==> src/rtl/mscsr_pkg.sv <==
package mscsr_pkg;
  localparam int XLEN = 32;
  typedef logic [XLEN-1:0] word_t;

  // status field positions
  localparam int ST_UIE    = 0;
  localparam int ST_SIE    = 1;
  localparam int ST_MIE    = 3;
  localparam int ST_UPIE   = 4;
  localparam int ST_SPIE   = 5;
  localparam int ST_MPIE   = 7;
  localparam int ST_SPP    = 8;
  localparam int ST_MPP_LO = 11;
  localparam int ST_FS_LO  = 13;
  localparam int ST_XS_LO  = 15;
  localparam int ST_MPRV   = 17;
  localparam int ST_SUM    = 18;
  localparam int ST_MXR    = 19;
  localparam int ST_TVM    = 20;
  localparam int ST_TW     = 21;
  localparam int ST_TSR    = 22;
  localparam int ST_SD     = XLEN - 1;

  // interrupt bit positions
  localparam int IRQ_SW_U  = 0;
  localparam int IRQ_SW_S  = 1;
  localparam int IRQ_SW_M  = 3;
  localparam int IRQ_TMR_S = 5;
  localparam int IRQ_TMR_M = 7;
  localparam int IRQ_EXT_U = 8;
  localparam int IRQ_EXT_S = 9;
  localparam int IRQ_EXT_M = 11;

  localparam int EXC_CAUSES   = 16;
  localparam int EXC_RESERVED = 14;

  function automatic word_t bit_at(input int p);
    word_t w;
    w = '0;
    w[p] = 1'b1;
    return w;
  endfunction

  function automatic word_t two_bits_at(input int p);
    return bit_at(p) | bit_at(p + 1);
  endfunction

  function automatic word_t exc_mask_calc();
    word_t m;
    m = '0;
    for (int c = 0; c < EXC_CAUSES; c++) begin
      if (c != EXC_RESERVED) m[c] = 1'b1;
    end
    return m;
  endfunction

  localparam word_t SD_BIT = bit_at(ST_SD);

  localparam word_t M_WR_MASK =
      bit_at(ST_SIE) | bit_at(ST_MIE) | bit_at(ST_SPIE) | bit_at(ST_MPIE) |
      bit_at(ST_SPP) | two_bits_at(ST_MPP_LO) | two_bits_at(ST_FS_LO) |
      bit_at(ST_MPRV) | bit_at(ST_SUM) | bit_at(ST_MXR) | bit_at(ST_TVM) |
      bit_at(ST_TW) | bit_at(ST_TSR);

  localparam word_t S_VIEW_MASK =
      bit_at(ST_UIE) | bit_at(ST_SIE) | bit_at(ST_UPIE) | bit_at(ST_SPIE) |
      bit_at(ST_SPP) | two_bits_at(ST_FS_LO) | two_bits_at(ST_XS_LO) |
      bit_at(ST_SUM) | bit_at(ST_MXR) | SD_BIT;

  localparam word_t STATUS_RESET = two_bits_at(ST_MPP_LO);

  localparam word_t IRQ_S_MASK =
      bit_at(IRQ_SW_S) | bit_at(IRQ_TMR_S) | bit_at(IRQ_EXT_S);
  localparam word_t IRQ_ALL_MASK =
      IRQ_S_MASK | bit_at(IRQ_SW_M) | bit_at(IRQ_TMR_M) | bit_at(IRQ_EXT_M);
  localparam word_t SIP_SW_MASK =
      bit_at(IRQ_SW_S) | bit_at(IRQ_SW_U) | bit_at(IRQ_EXT_U);

  localparam word_t EXC_MASK = exc_mask_calc();

  // replace the bits of cur selected by win with those of val
  function automatic word_t window_merge(input word_t cur, input word_t val,
                                         input word_t win);
    return (cur & ~win) | (val & win);
  endfunction

  function automatic logic dirty_of(input word_t s);
    return (&s[ST_FS_LO +: 2]) | (&s[ST_XS_LO +: 2]);
  endfunction

  // machine-level status write rule: legal fields, then dirty summary
  function automatic word_t status_apply(input word_t cur, input word_t val);
    word_t nxt;
    nxt = window_merge(cur, val, M_WR_MASK);
    nxt[ST_SD] = dirty_of(nxt);
    return nxt;
  endfunction

  function automatic logic tvec_mode_legal(input word_t v);
    return v[1] == 1'b0;
  endfunction

  typedef enum logic [3:0] {
    SEL_NONE,
    SEL_MSTAT,
    SEL_SSTAT,
    SEL_MIE,
    SEL_SIE,
    SEL_MIDELEG,
    SEL_MEDELEG,
    SEL_MTVEC,
    SEL_STVEC,
    SEL_MIP,
    SEL_SIP
  } csr_sel_e;
endpackage

==> src/rtl/mscsr_decode.sv <==
module mscsr_decode
  import mscsr_pkg::*;
#(
  parameter int ADDR_W = 12,
  parameter logic [ADDR_W-1:0] A_MSTAT   = 'h300,
  parameter logic [ADDR_W-1:0] A_SSTAT   = 'h100,
  parameter logic [ADDR_W-1:0] A_MIE     = 'h304,
  parameter logic [ADDR_W-1:0] A_SIE     = 'h104,
  parameter logic [ADDR_W-1:0] A_MIDELEG = 'h303,
  parameter logic [ADDR_W-1:0] A_MEDELEG = 'h302,
  parameter logic [ADDR_W-1:0] A_MTVEC   = 'h305,
  parameter logic [ADDR_W-1:0] A_STVEC   = 'h105,
  parameter logic [ADDR_W-1:0] A_MIP     = 'h344,
  parameter logic [ADDR_W-1:0] A_SIP     = 'h144
) (
  input  logic              en,
  input  logic [ADDR_W-1:0] addr,
  output csr_sel_e          sel
);
  always_comb begin
    sel = SEL_NONE;
    if (en) begin
      if      (addr == A_MSTAT)   sel = SEL_MSTAT;
      else if (addr == A_SSTAT)   sel = SEL_SSTAT;
      else if (addr == A_MIE)     sel = SEL_MIE;
      else if (addr == A_SIE)     sel = SEL_SIE;
      else if (addr == A_MIDELEG) sel = SEL_MIDELEG;
      else if (addr == A_MEDELEG) sel = SEL_MEDELEG;
      else if (addr == A_MTVEC)   sel = SEL_MTVEC;
      else if (addr == A_STVEC)   sel = SEL_STVEC;
      else if (addr == A_MIP)     sel = SEL_MIP;
      else if (addr == A_SIP)     sel = SEL_SIP;
    end
  end
endmodule

==> src/rtl/mscsr_status.sv <==
module mscsr_status
  import mscsr_pkg::*;
(
  input  logic  clk,
  input  logic  rst_n,
  input  logic  wr_m,
  input  logic  wr_s,
  input  word_t wdata,
  output word_t status
);
  localparam word_t LOCKED = ~(M_WR_MASK | SD_BIT);
  localparam word_t S_OUTSIDE = ~(S_VIEW_MASK | SD_BIT);

  word_t status_q, status_d;
  word_t s_merged;   // supervisor write folded into the machine word

  always_comb begin
    s_merged = window_merge(status_q, wdata, S_VIEW_MASK);
    status_d = status_q;
    if (wr_m)      status_d = status_apply(status_q, wdata);
    else if (wr_s) status_d = status_apply(status_q, s_merged);
  end

  always_ff @(posedge clk) begin
    if (!rst_n) status_q <= STATUS_RESET;
    else        status_q <= status_d;
  end

  assign status = status_q;

  assert_locked_bits_R1: assert property (@(posedge clk) disable iff (!rst_n)
    rst_n |=> ((status_q & LOCKED) == ($past(status_q) & LOCKED)));

  assert_dirty_summary_R2: assert property (@(posedge clk) disable iff (!rst_n)
    status_q[ST_SD] == ((status_q[ST_FS_LO] && status_q[ST_FS_LO+1]) ||
                        (status_q[ST_XS_LO] && status_q[ST_XS_LO+1])));

  assert_sview_confined_R3: assert property (@(posedge clk) disable iff (!rst_n)
    (wr_s && !wr_m) |=> ((status_q & S_OUTSIDE) == ($past(status_q) & S_OUTSIDE)));
endmodule

==> src/rtl/mscsr_irq.sv <==
module mscsr_irq
  import mscsr_pkg::*;
(
  input  logic  clk,
  input  logic  rst_n,
  input  logic  wr_mie,
  input  logic  wr_sie,
  input  logic  wr_mideleg,
  input  logic  wr_medeleg,
  input  logic  wr_mip,
  input  logic  wr_sip,
  input  word_t wdata,
  input  word_t hw_pend,
  input  word_t hw_claim,
  output word_t mie,
  output word_t mideleg,
  output word_t medeleg,
  output word_t pend
);
  word_t mie_q, mie_d;
  word_t mideleg_q, mideleg_d;
  word_t medeleg_q, medeleg_d;
  word_t swp_q, swp_d;

  // named events for the checks below
  word_t hw_owned;     // bits whose pending level comes from hardware
  word_t sw_wmask_m;   // software-writable pending bits, machine view
  word_t sw_wmask_s;   // software-writable pending bits, supervisor view
  word_t sie_target;   // enable value requested through the supervisor view

  assign hw_owned   = ~IRQ_S_MASK | hw_claim;
  assign sw_wmask_m = IRQ_S_MASK & ~hw_claim;
  assign sw_wmask_s = sw_wmask_m & mideleg_q & SIP_SW_MASK;
  assign sie_target = window_merge(mie_q, wdata, mideleg_q);

  always_comb begin
    mie_d     = mie_q;
    mideleg_d = mideleg_q;
    medeleg_d = medeleg_q;
    swp_d     = swp_q;
    if (wr_mie)      mie_d = window_merge(mie_q, wdata, IRQ_ALL_MASK);
    else if (wr_sie) mie_d = window_merge(mie_q, sie_target, IRQ_ALL_MASK);
    if (wr_mideleg)  mideleg_d = window_merge(mideleg_q, wdata, IRQ_S_MASK);
    if (wr_medeleg)  medeleg_d = window_merge(medeleg_q, wdata, EXC_MASK);
    if (wr_mip)      swp_d = window_merge(swp_q, wdata, sw_wmask_m);
    else if (wr_sip) swp_d = window_merge(swp_q, wdata, sw_wmask_s);
  end

  always_ff @(posedge clk) begin
    if (!rst_n) begin
      mie_q     <= '0;
      mideleg_q <= '0;
      medeleg_q <= '0;
      swp_q     <= '0;
    end else begin
      mie_q     <= mie_d;
      mideleg_q <= mideleg_d;
      medeleg_q <= medeleg_d;
      swp_q     <= swp_d;
    end
  end

  assign mie     = mie_q;
  assign mideleg = mideleg_q;
  assign medeleg = medeleg_q;
  assign pend    = (hw_pend & hw_owned) | (swp_q & ~hw_owned);

  assert_deleg_legal_R4: assert property (@(posedge clk) disable iff (!rst_n)
    (mideleg_q & ~IRQ_S_MASK) == '0);

  assert_sie_delegated_only_R5: assert property (@(posedge clk) disable iff (!rst_n)
    (wr_sie && !wr_mie) |=> ((mie_q & ~$past(mideleg_q)) == ($past(mie_q) & ~$past(mideleg_q))));

  assert_claimed_pending_kept_R7: assert property (@(posedge clk) disable iff (!rst_n)
    (wr_mip || wr_sip) |=> ((swp_q & $past(hw_owned)) == ($past(swp_q) & $past(hw_owned))));

  assert_exc_cause_legal_R8: assert property (@(posedge clk) disable iff (!rst_n)
    medeleg_q[EXC_RESERVED] == 1'b0);
endmodule

==> src/rtl/mscsr_tvec.sv <==
module mscsr_tvec
  import mscsr_pkg::*;
#(
  parameter word_t RESET_VAL = '0
) (
  input  logic  clk,
  input  logic  rst_n,
  input  logic  wr,
  input  word_t wdata,
  output word_t base
);
  word_t base_q;
  logic  accept;   // write with a legal mode field

  assign accept = wr && tvec_mode_legal(wdata);

  always_ff @(posedge clk) begin
    if (!rst_n)      base_q <= RESET_VAL;
    else if (accept) base_q <= wdata;
  end

  assign base = base_q;

  assert_reserved_mode_dropped_R6: assert property (@(posedge clk) disable iff (!rst_n)
    (wr && wdata[1]) |=> $stable(base_q));
endmodule

==> src/rtl/mscsr_top.sv <==
module mscsr_top
  import mscsr_pkg::*;
#(
  parameter int ADDR_W = 12,
  parameter logic [ADDR_W-1:0] A_MSTAT   = 'h300,
  parameter logic [ADDR_W-1:0] A_SSTAT   = 'h100,
  parameter logic [ADDR_W-1:0] A_MIE     = 'h304,
  parameter logic [ADDR_W-1:0] A_SIE     = 'h104,
  parameter logic [ADDR_W-1:0] A_MIDELEG = 'h303,
  parameter logic [ADDR_W-1:0] A_MEDELEG = 'h302,
  parameter logic [ADDR_W-1:0] A_MTVEC   = 'h305,
  parameter logic [ADDR_W-1:0] A_STVEC   = 'h105,
  parameter logic [ADDR_W-1:0] A_MIP     = 'h344,
  parameter logic [ADDR_W-1:0] A_SIP     = 'h144,
  parameter logic [XLEN-1:0]   MTVEC_RST = '0,
  parameter logic [XLEN-1:0]   STVEC_RST = '0
) (
  input  logic              clk,
  input  logic              rst_n,
  input  logic              csr_en,
  input  logic              csr_we,
  input  logic [ADDR_W-1:0] csr_addr,
  input  logic [XLEN-1:0]   csr_wdata,
  output logic [XLEN-1:0]   csr_rdata,
  output logic              csr_hit,
  input  logic [XLEN-1:0]   hw_irq_pend,
  input  logic [XLEN-1:0]   hw_irq_claim,
  output logic [XLEN-1:0]   status_o,
  output logic [XLEN-1:0]   mie_o,
  output logic [XLEN-1:0]   mideleg_o,
  output logic [XLEN-1:0]   medeleg_o,
  output logic [XLEN-1:0]   pend_o,
  output logic [XLEN-1:0]   mtvec_o,
  output logic [XLEN-1:0]   stvec_o
);
  localparam int NUM_TVEC = 2;
  localparam word_t TVEC_RST [NUM_TVEC] = '{MTVEC_RST, STVEC_RST};

  csr_sel_e sel;
  logic     wr_go;
  word_t    status, mie, mideleg, medeleg, pend;
  word_t    tvec_base [NUM_TVEC];
  logic     tvec_wr   [NUM_TVEC];

  mscsr_decode #(
    .ADDR_W(ADDR_W), .A_MSTAT(A_MSTAT), .A_SSTAT(A_SSTAT), .A_MIE(A_MIE),
    .A_SIE(A_SIE), .A_MIDELEG(A_MIDELEG), .A_MEDELEG(A_MEDELEG),
    .A_MTVEC(A_MTVEC), .A_STVEC(A_STVEC), .A_MIP(A_MIP), .A_SIP(A_SIP)
  ) u_decode (
    .en  (csr_en),
    .addr(csr_addr),
    .sel (sel)
  );

  assign wr_go = csr_en && csr_we;

  mscsr_status u_status (
    .clk   (clk),
    .rst_n (rst_n),
    .wr_m  (wr_go && sel == SEL_MSTAT),
    .wr_s  (wr_go && sel == SEL_SSTAT),
    .wdata (csr_wdata),
    .status(status)
  );

  mscsr_irq u_irq (
    .clk       (clk),
    .rst_n     (rst_n),
    .wr_mie    (wr_go && sel == SEL_MIE),
    .wr_sie    (wr_go && sel == SEL_SIE),
    .wr_mideleg(wr_go && sel == SEL_MIDELEG),
    .wr_medeleg(wr_go && sel == SEL_MEDELEG),
    .wr_mip    (wr_go && sel == SEL_MIP),
    .wr_sip    (wr_go && sel == SEL_SIP),
    .wdata     (csr_wdata),
    .hw_pend   (hw_irq_pend),
    .hw_claim  (hw_irq_claim),
    .mie       (mie),
    .mideleg   (mideleg),
    .medeleg   (medeleg),
    .pend      (pend)
  );

  assign tvec_wr[0] = wr_go && sel == SEL_MTVEC;
  assign tvec_wr[1] = wr_go && sel == SEL_STVEC;

  for (genvar g = 0; g < NUM_TVEC; g++) begin : g_tvec
    mscsr_tvec #(.RESET_VAL(TVEC_RST[g])) u_tvec (
      .clk  (clk),
      .rst_n(rst_n),
      .wr   (tvec_wr[g]),
      .wdata(csr_wdata),
      .base (tvec_base[g])
    );
  end

  always_comb begin
    unique case (sel)
      SEL_MSTAT:   csr_rdata = status;
      SEL_SSTAT:   csr_rdata = status & S_VIEW_MASK;
      SEL_MIE:     csr_rdata = mie;
      SEL_SIE:     csr_rdata = mie & mideleg;
      SEL_MIDELEG: csr_rdata = mideleg;
      SEL_MEDELEG: csr_rdata = medeleg;
      SEL_MTVEC:   csr_rdata = tvec_base[0];
      SEL_STVEC:   csr_rdata = tvec_base[1];
      SEL_MIP:     csr_rdata = pend;
      SEL_SIP:     csr_rdata = pend & mideleg;
      default:     csr_rdata = '0;
    endcase
  end

  assign csr_hit   = sel != SEL_NONE;
  assign status_o  = status;
  assign mie_o     = mie;
  assign mideleg_o = mideleg;
  assign medeleg_o = medeleg;
  assign pend_o    = pend;
  assign mtvec_o   = tvec_base[0];
  assign stvec_o   = tvec_base[1];

  assert_idle_port_quiet_R9: assert property (@(posedge clk) disable iff (!rst_n)
    (!csr_en) |=> ($stable(status_o) && $stable(mie_o) && $stable(mideleg_o) &&
                   $stable(medeleg_o) && $stable(mtvec_o) && $stable(stvec_o)));
endmodule

==> config.mk <==
export PLATFORM = sky130hd
export DESIGN_NAME = mscsr_top
export DESIGN_NICKNAME = d
export VERILOG_FILES = /design/src/rtl/mscsr_pkg.sv /design/src/rtl/mscsr_decode.sv /design/src/rtl/mscsr_status.sv /design/src/rtl/mscsr_irq.sv /design/src/rtl/mscsr_tvec.sv /design/src/rtl/mscsr_top.sv
export SDC_FILE = /design/constraint.sdc
export NUM_CORES = 1
export LEC_CHECK = 0
export ABC_CLOCK_PERIOD_IN_PS = 5020
export BUFFER_PORTS_ARGS = -buffer_cell sky130_fd_sc_hd__buf_2
export CELL_PAD_IN_SITES_DETAIL_PLACEMENT = 1
export CELL_PAD_IN_SITES_GLOBAL_PLACEMENT = 1
export CORE_MARGIN = 3
export CORE_UTILIZATION = 30
export DETAILED_ROUTE_END_ITERATION = 10
export GPL_TIMING_DRIVEN = 0
export PLACE_DENSITY_LB_ADDON = 0.05
export SYNTH_ARGS = -nofsm -noshare
export SYNTH_HDL_FRONTEND = slang
export SYNTH_SLANG_ARGS = --single-unit
==> constraint.sdc <==
create_clock -name clk -period 5.02 [get_ports clk]
set_input_delay 1.255 -clock clk [delete_from_list [all_inputs] [get_ports clk]]
set_output_delay 1.255 -clock clk [all_outputs]
set_load 0.005 [all_outputs]
Yosys cells after proc, flatten, opt, wreduce, memory -nomap -nowiden
Index checks and enable logic that the tools add are counted.
Widths: inputs -> output; s select.
Word-level totals
  bits in latches: 0
  logic and storage cells: 96
  output and inout port bits: 257
  ROM bits: 0
  input port bits: 112
  RAM bits: 0
  flip-flop bits (word level): 224
  memories: 0
Operators by class
  reduce and logical (&&, ||, !) cells: 21
  bitwise operators: 30
  shifts and indexed selects: 0
  order comparisons: 0
  add/sub/neg operators: 0
  equal/unequal tests: 20
  multiply operators: 0
  multiplexer cells: 18
  divide/modulo/power cells: 0
Operators with widths (count)
  $pmux 32 s10: 1
  $and 32x32->32: 6
  $mux 32: 6
  $or 32x32->32: 3
  $eq 12x10->1 const B: 6
  $or 32x12->32: 2
  $or 31x23->31: 2
  $eq 12x9->1 const B: 4
  $mux 4: 11
  $and 32x10->32: 1
  $and 32x9->32: 1
  $not 10->32: 1
  $not 32->32: 1
  $not 9->32: 1
  $or 32x10->32: 1
  $or 32x16->32: 1
  $and 12x12->12: 2
  $or 23x20->23: 1
  $eq 4x3->1 const B: 4
  $logic_and 1x1->1: 13
  $eq 4x4->1 const B: 3
  $not 12->12: 1
  $or 12x12->12: 1
  $not 10->10: 1
  8 further kinds: 15

Logic depth before layout (Yosys ltp)
  depth after elaboration: 16
  gate-level depth with buffers: 9
  gate-level depth less buffers: 6

Cells and area by module
From an unflattened synthesis, not the netlist that was laid out.
Second synthesis, totals
  cells, all modules: 929
  area, all modules: 7707.4 um^2
Modules (own cells, without submodules)
  mscsr_tvec: cells each 139, area an instance 1313.8 um^2, times used 2, sequential area each 640.6 um^2
  mscsr_top: cells each 350, area an instance 2259.7 um^2, times used 1, sequential area each 0.0 um^2
  mscsr_irq: cells each 199, area an instance 1875.5 um^2, times used 1, sequential area each 540.5 um^2
  mscsr_status: cells each 77, area an instance 767.0 um^2, times used 1, sequential area each 320.3 um^2
  mscsr_decode: cells each 25, area an instance 177.7 um^2, times used 1, sequential area each 0.0 um^2

Worst setup path after synthesis
No wires, ideal clock.
  kind: input to output
  start point: input port csr_addr[1]
  end point: output port csr_rdata[17]
  buffers on the path: 2
  arrival time: 3070 ps
  cell stages on the path: 7
  required time: 3765 ps
  setup slack: 695 ps
  cell sequence: buf_2 or4_1 o211a_1 o31a_1 buf_2 nor3_1 a221o_1
On the way
  word-level cells in the longest chain between the ends: 14
  elaborated cells on any way between the ends: 32
  those cells by class: eq/ne: 20; mux: 12
Ends and longest elaborated chain
  start: declaration: line mscsr_top.sv:22  | input logic [ADDR_W-1:0] csr_addr,
  $eq 12x9->1: line mscsr_decode.sv:32  | else if (addr == A_SIP) sel = SEL_SIP;
  $mux 4: line mscsr_decode.sv:32
  $mux 4: line mscsr_decode.sv:31  | else if (addr == A_MIP) sel = SEL_MIP;
  $mux 4: line mscsr_decode.sv:30  | else if (addr == A_STVEC) sel = SEL_STVEC;
  $mux 4: line mscsr_decode.sv:29  | else if (addr == A_MTVEC) sel = SEL_MTVEC;
  $mux 4: line mscsr_decode.sv:28  | else if (addr == A_MEDELEG) sel = SEL_MEDELEG;
  $mux 4: line mscsr_decode.sv:27  | else if (addr == A_MIDELEG) sel = SEL_MIDELEG;
  $mux 4: line mscsr_decode.sv:26  | else if (addr == A_SIE) sel = SEL_SIE;
  $mux 4: line mscsr_decode.sv:25  | else if (addr == A_MIE) sel = SEL_MIE;
  $mux 4: line mscsr_decode.sv:24  | else if (addr == A_SSTAT) sel = SEL_SSTAT;
  $mux 4 (*): line mscsr_decode.sv:23  | if (addr == A_MSTAT) sel = SEL_MSTAT;
  $mux 4 (*): line mscsr_decode.sv:22  | if (en) begin
  $eq 4x4->1, or another cell as far along: line mscsr_top.sv:98  | unique case (sel)
  $pmux 32 s10 (*): line mscsr_top.sv:98
  end: declaration: line mscsr_top.sv:24  | output logic [XLEN-1:0] csr_rdata,
Every way passes the cells marked *; elsewhere a longest branch is shown, timed or not.

Worst setup path after layout
  start point: input port csr_addr[1]
  end point: output port csr_rdata[5]
The elaborated chain is that of the path after synthesis.

==> impl_metrics.yaml <==
setup_path:
  reg2reg_slack_ns: 3.89
  start_kind: "input port"
  endpoint_kind: "primary output"
  crit_required_ns: 3.76
  rr_startpoint: "u_irq.mideleg[5]"
  ff2ff_path_depth: 3
  cp.arrival_ns: 3.67
  worst-setup-path-type: "input port to primary output"
  cp_max_fo: 10
synthesis:
  synth_cell_type_count: 65
  synth-seq-cells: 107
  synth_edf_count: 0
  synth_area_leaders: "dfxtp_1 (34%), buf_4 (15%), nand2_1 (12%), a21oi_1 (7.7%), mux2i_1 (4.3%)"
  synthFlopType: "dfxtp_1"
  syn_inst: 816
  synth.top_cell.area_share: 0.3404
  yosysSeqAreaShare: 0.3404
  synth_area_mm2: 0.006292
  yosysMostFrequentCell: "nand2_1"
  async_flop_share: 0
  syn_area_per_cell_um2: 7.711
  yosys_warnings: 0
  yosysTopAreaCell: "dfxtp_1"
  yosys-top-cells-count: "nand2_1 (202), buf_4 (122), dfxtp_1 (107)"
detailed_routing:
  drc: 0
  dr.pass1.iters: 6
  num_vias: 6981
  postRouteAntennaNets: 0
  wl_per_cell_um: 19.33
  drtIter0Drc: 379
  totalWireLength_um: 27900
  vias_per_cell: 4.838
power_and_ir_drop:
  comb_power_share: 0.132
  power_frac_seq: 0.471
  power_density_mw_per_mm2: 209.3
  p_sw_mw: 0.4867
  vdd_drop_max_uv: 181.6
  swShare: 0.2704
  p_int_mw: 1.313
  p_leak_nw: 4.168
  p_clk_frac: 0.397
worst_hold_path:
  worstHoldEndpoint: "g_tvec[1].u_tvec.base[7]"
  hp-class: "flop to flop"
  hold_depth: 2
  min_from: "g_tvec[1].u_tvec.base[7]"
layout:
  syn_to_final_growth_pct: 36.71
  final_util: 0.4211
  instances_no_fill: 1443
  drive_above_1_share: 0.3797
  nNetsFinal: 1279
  num-fill-cells: 2665
  final_cell_area_mm2: 0.008602
global_route:
  antenna_found_initial: 1
  grt.total_usage: 0.2364
  grt_pass1_vias: 6977
  grt_max_degree: 19
  gr-total-overflow: 0
  grt_pass1_wl_um: 41010
clock_tree:
  htree_levels: 3
  cts.sinks: 107
  numCtsBuffers: 9
  cts_max_path_buffers: 2
  cts_tree: "yes"
  clkLatencyLatePin_ns: 0.36
  clkTransAtPathRegs_ns: 0.07
  clockRootBuffer: "clkbuf_16"
  cts_hold_buffers: 0
timing:
  min_period_ns: 4.924
  finalCritPeriodShare: 0.9810
  clock.fmax_ghz: 0.2031
  fin_skew_ns: 0.01032
  slew_viol_final: 0
  grt_setup_unrepaired: "no"
  max-slew-margin-rel: 0.2595
  tightest_slew_ns: 1.102
  setup_viol: 0
  report.final.hold_viol_count: 0
  fin_tns_setup_ns: 0
die:
  die_area_mm2: 0.02275
  die_h_um: 150.8
  core_area_mm2: 0.02043
  io_pins: 369
  start_util: 0.3080
  rows: 52
  die_x_um: 150.8
run_status:
  status: "finished, final reports clean"
placed_design:
  place_area_mm2: 0.008208
  io_buffer_count: 250
  place_inst: 1423
  dp_hpwl_um: 21460
  place_congestion: 0.8382
flow_run:
  maxCapViolations: 0
state kept, by name, indices dropped and copies added, names as in the netlist, named ones only:
signal,flops
g_tvec.u_tvec.base,64
u_irq.medeleg,15
u_irq.mideleg,3
u_irq.mie,3
u_irq.swp_q,2
u_status.status,16
power groups by stage:
stage | clock (mW) | combinational (mW) | sequential (mW)
floorplan | 0 | 0.136 | 0.868
global route | 0.769 | 0.260 | 0.848
CTS | 0.730 | 0.230 | 0.848
finish | 0.714 | 0.238 | 0.848
global placement | 0 | 0.228 | 0.868
detailed placement | 0 | 0.228 | 0.868
cell type report:
type | instances | area, µm² | area share
Inverter | 16 | 60.06 | 0.006982
Antenna cell | 1 | 2.502 | 0.0002909
Multi-Input combinational cell | 614 | 3363 | 0.3910
Timing Repair Buffer | 255 | 1289 | 0.1498
Buffer | 164 | 1120 | 0.1302
Sequential cell | 107 | 2142 | 0.2490
Tap cell | 270 | 337.8 | 0.03927
Clock inverter | 6 | 48.80 | 0.005673
Clock buffer | 10 | 239.0 | 0.02778
how the worst max path moves through the flow:
| stage | from | endpoint | slack, ns | cells past startpoint |
|---|---|---|---|---|
| after detailed placement | csr_addr[7] | csr_rdata[11] | -0.40 | 10 |
| after global placement | csr_addr[0] | csr_rdata[11] | -0.33 | 9 |
| after CTS | csr_addr[0] | csr_rdata[30] | -0.12 | 10 |
| after floorplan | csr_addr[1] | csr_rdata[17] | 0.70 | 7 |
| after global routing | csr_addr[1] | csr_rdata[5] | 0.02 | 9 |
| final | csr_addr[1] | csr_rdata[5] | 0.1 | 9 |
what timing repair did:
item,4_1_cts,5_1_grt
gates resized for setup,4,17
endpoints found under the setup margin,24,31
buffers inserted,3,2
pin swaps,1,1
worst max-delay path, stage by stage:
cell and delay, ns:
buf_2 0.17, or4_1 0.60, o211a_1 0.34, o21ai_2 0.20
buf_4 0.31, nor3_1 0.09, a311oi_1 0.34, o221ai_1 0.20
buf_2 0.16
layout by cell type, fill, tap and decap left out, types with 3 or more instances in the layout:
cell and instances:
nor2_1 25, a211o_1 3, a222oi_1 13, nor4_1 6, buf_2 267, mux2i_1 27
o211ai_1 5, o221ai_1 3, o21ai_0 16, o31ai_1 3, and3_1 5, a21oi_1 96
nand3_1 20, a21o_1 6, conb_1 88, clkbuf_16 9, mux2_2 7, nand4_1 4
a221o_1 8, buf_4 128, inv_1 16, dfxtp_1 107, nor3_1 7, clkbuf_1 19
a211oi_1 4, a31oi_1 3, a22oi_1 4, clkinvlp_4 3, nand2_1 202
per-layer routing:
layer / global-route usage / wire length (µm)
met1: 0.3006 / 11740
met2: 0.4048 / 13510
met3: 0.05566 / 2156
met4: 0.05848 / 487
met5: 0 / 0
per-stage QoR:
stage                     total power, mW  worst slack, ns  hold WS, ns
final                               1.800          0.09555       0.4692
after floorplan                     1.004           0.6952       0.4322
after detailed placement            1.096          -0.3952       0.4622
after global routing                1.876          0.01617       0.4938
after global placement              1.095          -0.3275       0.4521
after CTS                           1.807          -0.1191       0.4724
cells by family after synthesis:
kind of cell | count (synthesis) | share of synthesized area
buf+inv | 182 | 0.1877
compound gates | 187 | 0.1961
simple gates | 305 | 0.2197
mux | 34 | 0.05548
flops | 107 | 0.3404
other cells | 1 | 0.0005960
Note: power is estimated with default switching activity, not from simulation.
